File: src/rtl/nand_seq_pkg.sv
package nand_seq_pkg;

   localparam int unsigned BYTE_W     = 8;
   localparam int unsigned LIN_ADDR_W = 29;
   localparam int unsigned MAX_LANES  = 5;
   localparam int unsigned LANE_IDX_W = 3;

   typedef enum logic [3:0] {
      ST_IDLE,
      ST_CMD,
      ST_ADDR,
      ST_WDATA,
      ST_WAIT,
      ST_RDATA,
      ST_RHOLD,
      ST_DONE
   } seq_state_e;

endpackage

File: src/rtl/nand_addr_split.sv
module nand_addr_split
   import nand_seq_pkg::*;
#(
   parameter int unsigned AW = LIN_ADDR_W
) (
   input  logic [AW-1:0]         addr,
   input  logic [LANE_IDX_W-1:0] lane_sel,
   output logic [BYTE_W-1:0]     lane_byte
);

   logic [BYTE_W-1:0] lanes [MAX_LANES];

   // Each lane takes a slice of the linear address, zero-extended to a byte.
   for (genvar k = 0; k < MAX_LANES; k++) begin : g_lane
      localparam int unsigned LO = (k == 0) ? 0  :
                                   (k == 1) ? 8  :
                                   (k == 2) ? 12 :
                                   (k == 3) ? 20 : 28;
      localparam int unsigned WD = (k == 1) ? 4 : (k == 4) ? 1 : 8;
      assign lanes[k] = BYTE_W'(addr[LO +: WD]);
   end

   always_comb begin
      lane_byte = '0;
      if (lane_sel < LANE_IDX_W'(MAX_LANES))
         lane_byte = lanes[lane_sel];
   end

endmodule

File: src/rtl/nand_pulse.sv
module nand_pulse #(
   parameter int unsigned LOW_CYC  = 2,
   parameter int unsigned HIGH_CYC = 2
) (
   input  logic clk,
   input  logic rst_n,
   input  logic start,
   output logic busy,
   output logic strobe_n,
   output logic sample,
   output logic fin
);

   localparam int unsigned MAXC  = (LOW_CYC > HIGH_CYC) ? LOW_CYC : HIGH_CYC;
   localparam int unsigned CNT_W = $clog2(MAXC + 1);

   logic             low_q;
   logic             high_q;
   logic [CNT_W-1:0] cnt_q;

   always_ff @(posedge clk or negedge rst_n) begin
      if (!rst_n) begin
         low_q  <= 1'b0;
         high_q <= 1'b0;
         cnt_q  <= '0;
      end else if (low_q) begin
         if (cnt_q == '0) begin
            low_q  <= 1'b0;
            high_q <= 1'b1;
            cnt_q  <= CNT_W'(HIGH_CYC - 1);
         end else begin
            cnt_q <= cnt_q - 1'b1;
         end
      end else if (high_q) begin
         if (cnt_q == '0)
            high_q <= 1'b0;
         else
            cnt_q <= cnt_q - 1'b1;
      end else if (start) begin
         low_q <= 1'b1;
         cnt_q <= CNT_W'(LOW_CYC - 1);
      end
   end

   assign busy     = low_q | high_q;
   assign strobe_n = ~low_q;
   assign sample   = low_q & (cnt_q == '0);
   assign fin      = high_q & (cnt_q == '0);

endmodule

File: src/rtl/nand_rb_sync.sv
module nand_rb_sync #(
   parameter int unsigned STAGES = 2
) (
   input  logic clk,
   input  logic rst_n,
   input  logic rb_n_async,
   output logic rb_hi
);

   if (STAGES == 1) begin : g_single
      logic s_q;
      always_ff @(posedge clk or negedge rst_n) begin
         if (!rst_n) s_q <= 1'b0;
         else        s_q <= rb_n_async;
      end
      assign rb_hi = s_q;
   end else begin : g_chain
      logic [STAGES-1:0] sh_q;
      always_ff @(posedge clk or negedge rst_n) begin
         if (!rst_n) sh_q <= '0;
         else        sh_q <= {sh_q[STAGES-2:0], rb_n_async};
      end
      assign rb_hi = sh_q[STAGES-1];
   end

endmodule

File: src/rtl/nand_wait_ctrl.sv
module nand_wait_ctrl #(
   parameter int unsigned SETTLE_CYC = 4,
   parameter int unsigned LIMIT_CYC  = 1000
) (
   input  logic clk,
   input  logic rst_n,
   input  logic start,
   input  logic rb_hi,
   output logic ok,
   output logic tmo
);

   localparam int unsigned MAXC = (SETTLE_CYC > LIMIT_CYC) ? SETTLE_CYC : LIMIT_CYC;
   localparam int unsigned CW   = $clog2(MAXC + 1);

   logic          active_q;
   logic          settle_q;
   logic [CW-1:0] cnt_q;
   logic          watching;

   assign watching = active_q & ~settle_q;
   assign ok       = watching & rb_hi;
   assign tmo      = watching & ~rb_hi & (cnt_q == CW'(LIMIT_CYC - 1));

   always_ff @(posedge clk or negedge rst_n) begin
      if (!rst_n) begin
         active_q <= 1'b0;
         settle_q <= 1'b0;
         cnt_q    <= '0;
      end else if (!active_q) begin
         if (start) begin
            active_q <= 1'b1;
            settle_q <= 1'b1;
            cnt_q    <= '0;
         end
      end else if (settle_q) begin
         if (cnt_q == CW'(SETTLE_CYC - 1)) begin
            settle_q <= 1'b0;
            cnt_q    <= '0;
         end else begin
            cnt_q <= cnt_q + 1'b1;
         end
      end else if (ok || tmo) begin
         active_q <= 1'b0;
      end else begin
         cnt_q <= cnt_q + 1'b1;
      end
   end

endmodule

File: src/rtl/nand_seq_top.sv
module nand_seq_top
   import nand_seq_pkg::*;
#(
   parameter int unsigned WE_LOW      = 2,
   parameter int unsigned WE_HIGH     = 2,
   parameter int unsigned RE_LOW      = 2,
   parameter int unsigned RE_HIGH     = 2,
   parameter int unsigned SETTLE      = 4,
   parameter int unsigned BUSY_LIMIT  = 100000,
   parameter int unsigned LEN_W       = 12,
   parameter int unsigned SYNC_STAGES = 2
) (
   input  logic             clk,
   input  logic             rst_n,
   input  logic             req_valid,
   output logic             req_ready,
   input  logic [7:0]       req_opcode,
   input  logic [28:0]      req_addr,
   input  logic             req_five,
   input  logic             req_write,
   input  logic [LEN_W-1:0] req_len,
   input  logic             wr_valid,
   output logic             wr_ready,
   input  logic [7:0]       wr_data,
   output logic             rd_valid,
   input  logic             rd_ready,
   output logic [7:0]       rd_data,
   output logic             done_valid,
   output logic             done_err,
   output logic             nand_ce_n,
   output logic             nand_cle,
   output logic             nand_ale,
   output logic             nand_we_n,
   output logic             nand_re_n,
   output logic [7:0]       nand_dq_o,
   output logic             nand_dq_oe,
   input  logic [7:0]       nand_dq_i,
   input  logic             nand_rb_n
);

   initial begin
      assert (WE_LOW >= 1 && WE_HIGH >= 1) else $error("write strobe widths must be at least one cycle");
      assert (RE_LOW >= 1 && RE_HIGH >= 1) else $error("read strobe widths must be at least one cycle");
      assert (SETTLE >= 1 && BUSY_LIMIT >= 1) else $error("wait windows must be at least one cycle");
      assert (SYNC_STAGES >= 1) else $error("synchroniser needs at least one stage");
      assert (LEN_W >= 1) else $error("length width must be positive");
   end

   localparam logic [LANE_IDX_W-1:0] LAST4 = LANE_IDX_W'(3);
   localparam logic [LANE_IDX_W-1:0] LAST5 = LANE_IDX_W'(4);

   seq_state_e               state_q;
   logic [BYTE_W-1:0]        op_q;
   logic [LIN_ADDR_W-1:0]    addr_q;
   logic                     five_q;
   logic                     write_q;
   logic [LEN_W-1:0]         len_q;
   logic [LANE_IDX_W-1:0]    lane_q;
   logic [LEN_W-1:0]         cnt_q;
   logic                     launched_q;
   logic [BYTE_W-1:0]        wbyte_q;
   logic [BYTE_W-1:0]        rbyte_q;
   logic                     err_q;

   logic we_start, we_busy, we_strobe_n, we_sample, we_fin;
   logic re_start, re_busy, re_strobe_n, re_sample, re_fin;
   logic rb_hi, wait_start, wait_ok, wait_tmo;
   logic [BYTE_W-1:0] lane_byte;
   logic lane_last, byte_last;

   assign lane_last = (lane_q == (five_q ? LAST5 : LAST4));
   assign byte_last = (cnt_q == len_q - LEN_W'(1));

   nand_addr_split #(.AW(LIN_ADDR_W)) split_i (
      .addr      (addr_q),
      .lane_sel  (lane_q),
      .lane_byte (lane_byte)
   );

   nand_pulse #(.LOW_CYC(WE_LOW), .HIGH_CYC(WE_HIGH)) we_gen_i (
      .clk      (clk),
      .rst_n    (rst_n),
      .start    (we_start),
      .busy     (we_busy),
      .strobe_n (we_strobe_n),
      .sample   (we_sample),
      .fin      (we_fin)
   );

   nand_pulse #(.LOW_CYC(RE_LOW), .HIGH_CYC(RE_HIGH)) re_gen_i (
      .clk      (clk),
      .rst_n    (rst_n),
      .start    (re_start),
      .busy     (re_busy),
      .strobe_n (re_strobe_n),
      .sample   (re_sample),
      .fin      (re_fin)
   );

   nand_rb_sync #(.STAGES(SYNC_STAGES)) rb_sync_i (
      .clk        (clk),
      .rst_n      (rst_n),
      .rb_n_async (nand_rb_n),
      .rb_hi      (rb_hi)
   );

   nand_wait_ctrl #(.SETTLE_CYC(SETTLE), .LIMIT_CYC(BUSY_LIMIT)) wait_i (
      .clk   (clk),
      .rst_n (rst_n),
      .start (wait_start),
      .rb_hi (rb_hi),
      .ok    (wait_ok),
      .tmo   (wait_tmo)
   );

   // Strobe launch conditions
   assign wr_ready   = (state_q == ST_WDATA) & ~launched_q & ~we_busy;
   assign we_start   = ~launched_q & ~we_busy &
                       ((state_q == ST_CMD) | (state_q == ST_ADDR) |
                        ((state_q == ST_WDATA) & wr_valid));
   assign re_start   = (state_q == ST_RDATA) & ~launched_q & ~re_busy;
   assign wait_start = (state_q == ST_ADDR) & we_fin & lane_last &
                       ~write_q & (len_q != '0);
   // The sampling pulse of the write generator is not needed by this sequencer.
   logic unused_we_sample;
   assign unused_we_sample = we_sample;

   always_ff @(posedge clk or negedge rst_n) begin
      if (!rst_n) begin
         state_q    <= ST_IDLE;
         op_q       <= '0;
         addr_q     <= '0;
         five_q     <= 1'b0;
         write_q    <= 1'b0;
         len_q      <= '0;
         lane_q     <= '0;
         cnt_q      <= '0;
         launched_q <= 1'b0;
         wbyte_q    <= '0;
         rbyte_q    <= '0;
         err_q      <= 1'b0;
      end else begin
         if (we_fin || re_fin)
            launched_q <= 1'b0;
         else if (we_start || re_start)
            launched_q <= 1'b1;

         unique case (state_q)
            ST_IDLE: begin
               if (req_valid) begin
                  op_q    <= req_opcode;
                  addr_q  <= req_addr;
                  five_q  <= req_five;
                  write_q <= req_write;
                  len_q   <= req_len;
                  err_q   <= 1'b0;
                  state_q <= ST_CMD;
               end
            end
            ST_CMD: begin
               if (we_fin) begin
                  lane_q  <= '0;
                  state_q <= ST_ADDR;
               end
            end
            ST_ADDR: begin
               if (we_fin) begin
                  if (!lane_last)
                     lane_q <= lane_q + 1'b1;
                  else if (len_q == '0)
                     state_q <= ST_DONE;
                  else begin
                     cnt_q   <= '0;
                     state_q <= write_q ? ST_WDATA : ST_WAIT;
                  end
               end
            end
            ST_WDATA: begin
               if (wr_valid && wr_ready)
                  wbyte_q <= wr_data;
               if (we_fin) begin
                  if (byte_last) state_q <= ST_DONE;
                  else           cnt_q   <= cnt_q + 1'b1;
               end
            end
            ST_WAIT: begin
               if (wait_ok) begin
                  cnt_q   <= '0;
                  state_q <= ST_RDATA;
               end else if (wait_tmo) begin
                  err_q   <= 1'b1;
                  state_q <= ST_DONE;
               end
            end
            ST_RDATA: begin
               if (re_sample)
                  rbyte_q <= nand_dq_i;
               if (re_fin)
                  state_q <= ST_RHOLD;
            end
            ST_RHOLD: begin
               if (rd_ready) begin
                  if (byte_last)
                     state_q <= ST_DONE;
                  else begin
                     cnt_q   <= cnt_q + 1'b1;
                     state_q <= ST_RDATA;
                  end
               end
            end
            ST_DONE: state_q <= ST_IDLE;
            default: state_q <= ST_IDLE;
         endcase
      end
   end

   // Pin and stream decode
   always_comb begin
      unique case (state_q)
         ST_CMD:  nand_dq_o = op_q;
         ST_ADDR: nand_dq_o = lane_byte;
         default: nand_dq_o = wbyte_q;
      endcase
   end

   assign nand_ce_n  = (state_q == ST_IDLE) | (state_q == ST_DONE);
   assign nand_cle   = (state_q == ST_CMD);
   assign nand_ale   = (state_q == ST_ADDR);
   assign nand_we_n  = we_strobe_n;
   assign nand_re_n  = re_strobe_n;
   assign nand_dq_oe = (state_q == ST_CMD) | (state_q == ST_ADDR) | (state_q == ST_WDATA);

   assign req_ready  = (state_q == ST_IDLE);
   assign rd_valid   = (state_q == ST_RHOLD);
   assign rd_data    = rbyte_q;
   assign done_valid = (state_q == ST_DONE);
   assign done_err   = err_q;

endmodule

File: config.mk
export PLATFORM = sky130hd
export DESIGN_NAME = nand_seq_top
export DESIGN_NICKNAME = d
export VERILOG_FILES = /design/src/rtl/nand_seq_pkg.sv /design/src/rtl/nand_addr_split.sv /design/src/rtl/nand_pulse.sv /design/src/rtl/nand_rb_sync.sv /design/src/rtl/nand_wait_ctrl.sv /design/src/rtl/nand_seq_top.sv
export SDC_FILE = /design/constraint.sdc
export NUM_CORES = 1
export LEC_CHECK = 0
export BUFFER_PORTS_ARGS = -buffer_cell sky130_fd_sc_hd__buf_2
export CORE_MARGIN = 2
export CORE_UTILIZATION = 55
export CTS_CLUSTER_SIZE = 10
export DETAILED_ROUTE_END_ITERATION = 12
export PLACE_DENSITY = 0.89
export SLEW_MARGIN = 10
export SYNTH_ARGS = -nofsm -noshare
export SYNTH_HDL_FRONTEND = slang
export SYNTH_SLANG_ARGS = --single-unit
File: constraint.sdc
create_clock -name clk -period 2.9 [get_ports clk]
set_input_delay 0.725 -clock clk [delete_from_list [all_inputs] [get_ports clk]]
set_output_delay 0.725 -clock clk [all_outputs]
set_load 0.005 [all_outputs]
# == Word level (Yosys, flattened, before mapping) ==
# Index checks and enable logic that the tools add are counted.
# word_totals
register_bits,117
in_bits,73
out_inout_bits,27
# classes
addsub,6
magnitude_cmp,2
n_eq_ne,30
mux,75
bitwise,33
n_reduce_logical,26
# op_table
cell,n
2-to-1 mux 17 bit,5
2-to-1 mux 12 bit,7
case mux 12 bit (4 select lines),1
2-to-1 mux 4 bit,10
case mux 4 bit (7 select lines),1
2-to-1 mux 1 bit,27
binary-select mux 8 bit (select 3 bit),1
2-to-1 mux 8 bit,3
2-to-1 mux 2 bit,11
AND 1 bit,18
2-to-1 mux 3 bit,6
!= test 2 bit (second input constant),9
adder 17 x 1 -> 17 bit (second input constant),1
== test 17 bit (second input constant),1
== test 17 x 2 -> 1 bit (second input constant),1
== test 4 x 3 -> 1 bit (second input constant),4
case mux 8 bit (2 select lines),1
adder 12 x 1 -> 12 bit (second input constant),1
== test 12 bit,1
zero test 12 bit,1
!= test 2 x 1 -> 1 bit (second input constant),6
AND reduction 2 bit,6
nonzero test 12 bit,1
subtractor 12 x 1 -> 12 bit (second input constant),1
25 further kinds,48

# == Longest topological paths before layout ==
# Gate-level depths: netlist (run 1).
# depth
word_depth,8
mapped_depth,11
depth_no_buf,9

# == Hierarchy ==
# From an unflattened synthesis (run 1), not the netlist that was laid out.
# hier_totals
cells_unflattened,614
area_unflattened_um2,6313.6
# modules_own_cells
mod,instances,cells_per_inst,area_per_inst_um2,seq_area_each_um2
nand_seq_top,1,408,4406.7,2177.1
nand_wait_ctrl,1,124,1136.1,475.5
nand_pulse,2,26,236.5,100.1
nand_addr_split,1,28,247.7,0.0
nand_rb_sync,1,2,50.0,50.0

# == Worst setup path after synthesis (run 1) ==
# No wires, ideal clock.
# synth_path
path_kind,reg2reg
startpoint,register len_q[0]
endpoint,register cnt_q[3]
setup_time_ps,66
arrival_ps,2354
path_slack_ps,480
path_stages_with_launch,11
path_buffers,1
synth_period_minus_slack_ps,2420
cell_sequence,dfrtp_1 inv_1 ha_1 or3b_1 nor4_1 nor3_1 a211oi_1 o2111a_2 buf_6 mux2_2 nand2_1
# synth_between
elab_chain_cells,5
elab_cells_between_ends,9
# synth_rtl
item,line_no,text
start: declaration,nand_seq_top.sv:57,logic [LEN_W-1:0] len_q;
start signal: assignment,nand_seq_top.sv:155,len_q <= req_len;
subtractor 12 x 1 -> 12 bit,nand_seq_top.sv:72,assign byte_last = (cnt_q == len_q - LEN_W'(1));
== test 12 bit,nand_seq_top.sv:72,
2-to-1 mux 12 bit,n/a,
"2-to-1 mux 12 bit, on equally long branches",n/a,
case mux 12 bit (4 select lines),n/a,
end signal: assignment,nand_seq_top.sv:183,else cnt_q <= cnt_q + 1'b1;
end signal: assignment,nand_seq_top.sv:206,cnt_q <= cnt_q + 1'b1;
end: declaration,nand_seq_top.sv:59,logic [LEN_W-1:0] cnt_q;
# Several ways; a longest one is shown, not always the timed one. The select of a mux whose other input is x is not followed.
# A chain may end at the register's enable or synchronous reset.

# == Final worst setup path (run 1) ==
# layout_path
startpoint,register lane_q[0]
endpoint,output nand_dq_o[3]
# layout_between
elab_chain_cells,6
elab_cells_between_ends,7
# layout_rtl
item,line_no,text
start: declaration,nand_seq_top.sv:58,logic [LANE_IDX_W-1:0] lane_q;
start signal: assignment,nand_seq_top.sv:169,lane_q <= lane_q + 1'b1;
inverter 3 -> 4 bit (implied by the code),nand_addr_split.sv:26,lane_byte = lanes[lane_sel];
binary-select mux 8 bit (select 3 bit),nand_addr_split.sv:26,
2-to-1 mux 8 bit (implied by the code) (2 in series),nand_addr_split.sv:26,
2-to-1 mux 8 bit *,nand_addr_split.sv:25,if (lane_sel < LANE_IDX_W'(MAX_LANES))
case mux 8 bit (2 select lines) *,nand_seq_top.sv:219,unique case (state_q)
end: declaration,nand_seq_top.sv:35,"output logic [7:0] nand_dq_o,"
# Every way passes the cells marked *; elsewhere a longest branch is shown, timed or not. The select of a mux whose other input is x is not followed.

==> results.toml, run 1 <==
[setup_path]
start_kind = "register"
critPathKind = "reg -> out"
crit_path_end_kind = "output pin"
cp.required_ns = 2.17
crit_arrival_ns = 2.29
cp_max_fo = 6

[finish]
final_util = 0.691
area_growth_syn_to_layout_pct = 22.7
layout-drive-gt1-share = 0.335
fin_cells = 850
seq_area_mm2 = 0.00291
nFillCells = 722
antenna_cells = 0
final_nets = 779
multiInputGateArea_mm2 = 0.00303

[synthesis]
yosys-top-cells-area = "dfrtp_1, mux2_2, o21ai_0"
postSynthCellCount = 588
ys_ff_latch = 116
syn-num-nets = 670
yosysSeqAreaShare = 0.476
syn_area_per_cell_um2 = 10.4
yosysUniqueCellTypes = 61
synth_edf_count = 0
synth_async_sr_flop_share = 1.00
yosysTopAreaCell = "dfrtp_1"
synth_ff_type = "dfrtp_1"
yosys-top-cells-count = "dfrtp_1, mux2_2, nor2_1, o21ai_0, nand2_1"
synth_warnings = 0
syn_area_mm2 = 0.00610
synth.most_common_cell = "dfrtp_1"
yosys.area.top_type_share = 0.476

[placement]
place_congestion = 0.944
dp.cells = 811
dp_slack_ns = 0.179
portBuffers = 99
dp_hpwl_um = 10300

[detailed_routing]
vias = 5399
ant_nets = 0
viasPerCell = 6.35
drt_pass1_iterations = 6
drc_errors = 0
wl_per_cell_um = 19.8
drt-initial-drc-count = 523
routed_wl_um = 16800

[sta]
period_needed_ns = 3.01
final_max_slew_viol_count = 0
holdWs_ns = 0.169
skew_ns = 0.00450
period_share = 1.04
setup_violations = 2
worst_pin_slew_ns = 0.654
fmaxAchievable_mhz = 332
slew_headroom = 0.563
worst_slack_ns = -0.111
hold_viol = 0
rsz0062_at_grt = "yes"

[die]
coreArea_mm2 = 0.0108
die_area_mm2 = 0.0119
die_h_um = 109
die_x_um = 109
ioPinCount = 100
start_util = 0.563
rows = 38

[clock_network]
hold_buffers = 0
clock_path_buffers = 2
clk-insertion-delay-late_ns = 0.53
numCtsBuffers = 17
cts.sinks = 116
clk_pin_slew_worst_paths_ns = 0.06
ctsRootBufferMaster = "clkbuf_8"
cts_tree = "done"
htree_levels = 4

[grt]
grt_pass1_wl_um = 25700
grt_pass1_vias = 5229
grt_max_degree = 43
gr-usage-all-layers = 0.282
grt_overflow = 0
antenna_found_initial = 0

[power_and_ir_drop]
p_switching_mw = 2.86
clock_power_share = 0.279
p_leak_nw = 3.45
p_int_mw = 5.05
power_mw = 7.91
switching_share = 0.362
ir_drop_v = 0.000670
powerDensity_mw_per_mm2 = 1060
combPwrFrac = 0.364
power_frac_seq = 0.358

[hold_path]
min_path_type = "in -> async"

[job]
cap_viol_max_count = 0

[status]
run_status = "complete, but fails checks"
violations = "negative setup slack"
[worst paths after layout]
kind,from,endpoint,slack [ns],depth (start not counted)
hold / removal,rst_n,len_q[0],0.17,1
setup reg to reg,len_q[0],cnt_q[10],0.19,10
min in group clk,nand_rb_n,rb_sync_i.g_chain.sh_q[0],0.30,1
hold reg to reg,rb_sync_i.g_chain.sh_q[0],rb_sync_i.g_chain.sh_q[1],0.35,0
setup / recovery,lane_q[0],nand_dq_o[3],-0.11,4
max in group asynchronous,rst_n,lane_q[0],1.73,2
[critical path, cell delays in order, from the launching register on]
cell and delay [ns]:
dfrtp_4 0.48, mux4_2 0.55, a222oi_1 0.49, inv_1 0.09, buf_2 0.15
[layout make-up]
cell class                      count  share of cell area
Clock buffer                       19              0.0590
Clock inverter                     13              0.0242
Inverter                           26              0.0130
Multi-Input combinational cell    419               0.404
Sequential cell                   116               0.389
Tap cell                          140              0.0234
Timing Repair Buffer              117              0.0872
[logic make-up (layout without fill, tap and decap cells)]
| group | after synthesis | after routing | synth area share |
|---|---|---|---|
| AOI/OAI and AO/OA | 121 | 123 | 0.130 |
| buffers and inverters | 55 | 175 | 0.0377 |
| xor gates and xnor gates | 14 | 14 | 0.0201 |
| and+or+nand+nor | 197 | 197 | 0.172 |
| muxes | 76 | 76 | 0.146 |
| DFF | 116 | 116 | 0.476 |
| adders and majority gates | 9 | 9 | 0.0185 |
[placed cells by master, fill, tap and decap left out, types with 16 or more instances in the layout]
master / netlist / final
clkbuf_16: 0 / 16
buf_2: 4 / 98
o21ai_0: 42 / 41
nand3_1: 21 / 21
nand2_1: 37 / 36
inv_1: 26 / 25
nor2_1: 44 / 42
nor3_1: 19 / 19
dfrtp_1: 116 / 113
mux2_2: 66 / 66
buf_4: 1 / 16
[per-layer routing]
metal | routed length [um] | vias up | global-route usage
li1 | - | 2394 | -
met3 | 1210 | 57 | 0.0771
met1 | 6300 | 2647 | 0.340
met2 | 8610 | 301 | 0.469
met4 | 699 | 0 | 0.139
met5 | 0 | - | 0
[flip-flops by register name, indices dropped and copies added (netlist names), 2 cells and up]
signal,cells
re_gen_i.cnt_q,2
rd_data,8
len_q,12
op_q,8
lane_q,3
wait_i.cnt_q,17
wbyte_q,8
rb_sync_i.g_chain.sh_q,2
addr_q,29
we_gen_i.cnt_q,2
cnt_q,12
state_q,3
[repair_timing]
action,CTS,global route
setup endpoints to repair,8,10
setup buffers,2,3
pin swaps,0,4
cloned,0,2
gates resized for setup,6,12
[metrics by stage]
stage          area, um2   TNS, ns
2_1_floorplan       6100         0
3_3_place_gp        6750         0
3_5_place_dp        6750         0
4_1_cts             7400  -0.00227
5_1_grt             7490    -0.263
6_report            7490    -0.132
[power groups by stage]
stage                     logic, mW  clock network [mW]  registers, mW
after floorplan                1.98                   0           2.57
after CTS                      2.71                2.20           2.80
after global placement         2.46                   0           2.74
after detailed placement       2.61                   0           2.80
final                          2.88                2.20           2.83
after global routing           3.14                2.30           2.90
Power figures use the tool's default switching activity.
==> inputs of run 2 (changes only) <==
--- a/config.mk
+++ b/config.mk
@@ -6,11 +6,14 @@
 export NUM_CORES = 1
 export LEC_CHECK = 0
 export BUFFER_PORTS_ARGS = -buffer_cell sky130_fd_sc_hd__buf_2
+export CORE_ASPECT_RATIO = 0.5
 export CORE_MARGIN = 2
 export CORE_UTILIZATION = 55
 export CTS_CLUSTER_SIZE = 10
 export DETAILED_ROUTE_END_ITERATION = 12
 export PLACE_DENSITY = 0.89
+export REMOVE_ABC_BUFFERS = 1
+export SKIP_LAST_GASP = 1
 export SLEW_MARGIN = 10
 export SYNTH_ARGS = -nofsm -noshare
 export SYNTH_HDL_FRONTEND = slang
==> run 2 against run 1 <==
Against the previous run:
- the flow now finishes without violations
- critical path depth increased by 1
- die area up 0.43%
- total power is 2.0% lower
- flip-flop and latch count did not move
- core utilization down 0.94 points
- global-route usage about the same
- hold slack improved by 0.044 ns
- sequential power barely moved
- maximum frequency rose by 6.7%
- clock power about the same
- non-clock buffer count fell by 2
- via count shrank 1.6%
- critical endpoint is now nand_dq_o[1]
- highest routed layer unchanged
==> results.toml, run 2 (same netlist as run 1, synthesis figures left out) <==
[sta]
skew_ns = 0.0131
rsz0062_at_grt = "yes"
period_needed_ns = 2.82
final_max_slew_viol_count = 0
hold_viol = 0
worst_pin_slew_ns = 0.759
setup_violations = 0
period_share = 0.973
slew_headroom = 0.487
fin_tns_setup_ns = 0
fmaxAchievable_mhz = 354

[setup_path]
crit_family = "flip-flops"
critPathKind = "reg -> out"
worstReg2RegEnd = "wait_i.cnt_q[14]"
cp_cell_sequence = "buf_4, mux4_2, a222oi_1, inv_1, buf_2"
r2r_slack_ns = 0.16
crit-reg2reg-launch = "len_q[0]"
cp.required_ns = 2.17
cp_max_fo = 12
start_kind = "register"
slowest_stage = "dfrtp_2"
cp_num_buf_inv = 3
rr_worst_depth = 9
crit_path_end_kind = "output pin"
crit_arrival_ns = 2.10
critPathMaxStageDelay_ns = 0.53

[finish]
largest_register_ffs = 29
top_register = "addr_q"
nFillCells = 736
top_regs = "addr_q x29, wait_i.cnt_q x17"
layout-drive-gt1-share = 0.320
layout_commonest_cell = "dfrtp_1"
final_nets = 775
final_cell_mix = "dfrtp_1, buf_2, mux2_2, nor2_1, o21ai_0"
area_growth_syn_to_layout_pct = 21.8
final_util = 0.681

[detailed_routing]
drc_errors = 0
wl_per_cell_um = 19.2
vias = 5314
viasPerCell = 6.24
drt-initial-drc-count = 468
ant_nets = 0
drt_pass1_iterations = 5
routed_wl_um = 16400

[hold_path]
min_path_type = "in -> async"

[clock_network]
cts.sinks = 116
cts_tree = "done"
ctsRootBufferMaster = "clkbuf_16"
clk-insertion-delay-late_ns = 0.42
clk_pin_slew_worst_paths_ns = 0.06
htree_levels = 4
hold_buffers = 0
numCtsBuffers = 17
clock_path_buffers = 2

[die]
coreArea_mm2 = 0.0109
rows = 27
start_util = 0.559
die_h_um = 78.5
die_area_mm2 = 0.0120
ioPinCount = 100
die_x_um = 153

[status]
run_status = "completed"

[placement]
place_congestion = 0.903
dp_hpwl_um = 10800
portBuffers = 99

[grt]
grt_max_degree = 65
gr-usage-all-layers = 0.282
grt_pass1_wl_um = 26600
antenna_found_initial = 1
grt_overflow = 0
grt_pass1_vias = 5515

[job]
cap_viol_max_count = 0

[power_and_ir_drop]
p_leak_nw = 3.41
ir_drop_v = 0.000483
powerDensity_mw_per_mm2 = 1040
==> run 2: cell type report <==
| class | instances | area, um2 | area share |
|---|---|---|---|
| flip-flops and latches | 116 | 2910 | 0.391 |
| inverters | 26 | 97.6 | 0.0131 |
| clock buffers | 21 | 460 | 0.0620 |
| well taps | 145 | 181 | 0.0244 |
| multi-input cells | 417 | 2980 | 0.400 |
| clock inverters | 11 | 151 | 0.0204 |
| repair buffers | 115 | 656 | 0.0882 |
| diodes | 1 | 2.50 | 0.000337 |
==> run 2: worst max-delay path by stage <==
stage               slack, ns  cells past startpoint           end       start
finish                   0.08                      5  nand_dq_o[1]   lane_q[1]
global placement         0.32                      5  nand_dq_o[0]   lane_q[0]
detailed placement       0.26                     10      cnt_q[5]    len_q[0]
CTS                     -0.01                      4  nand_dq_o[1]   lane_q[0]
global route            0.003                      5  nand_dq_o[0]   lane_q[0]
floorplan                0.24                      3     addr_q[0]  state_q[2]
==> run 2: stage by stage <==
stage / setup WS [ns] / power [mW] / hold slack, ns / std cells / cell area, um2
after floorplan: 0.242 / 4.48 / 0.331 / 559 / 5970
after global placement: 0.316 / 5.24 / 0.334 / 818 / 6800
after detailed placement: 0.261 / 5.42 / 0.360 / 818 / 6800
after CTS: -0.00986 / 7.69 / 0.223 / 850 / 7410
after global routing: 0.00250 / 8.18 / 0.234 / 852 / 7430
final: 0.0781 / 7.76 / 0.213 / 852 / 7430
==> run 2: layer usage <==
layer | vias to the layer above | wire length, um | GRT usage
li1 | 2383 | - | -
met1 | 2581 | 6350 | 0.328
met2 | 281 | 8160 | 0.493
met3 | 69 | 1160 | 0.0591
met4 | 0 | 711 | 0.164
met5 | - | 0 | 0
==> run 2: timing repair <==
action | 4_1_cts | 5_1_grt
resized for setup | 3 | 3
gates cloned | 0 | 0
endpoints found under the setup margin | 6 | 5
setup buffers | 0 | 1
==> run 2: power by group <==
part / total [mW] / leakage (nW) / internal, mW / switching, mW
combinational: 2.76 / 1.66 / 1.34 / 1.42
sequential: 2.82 / 1.45 / 2.23 / 0.585
clock: 2.18 / 0.298 / 1.40 / 0.776
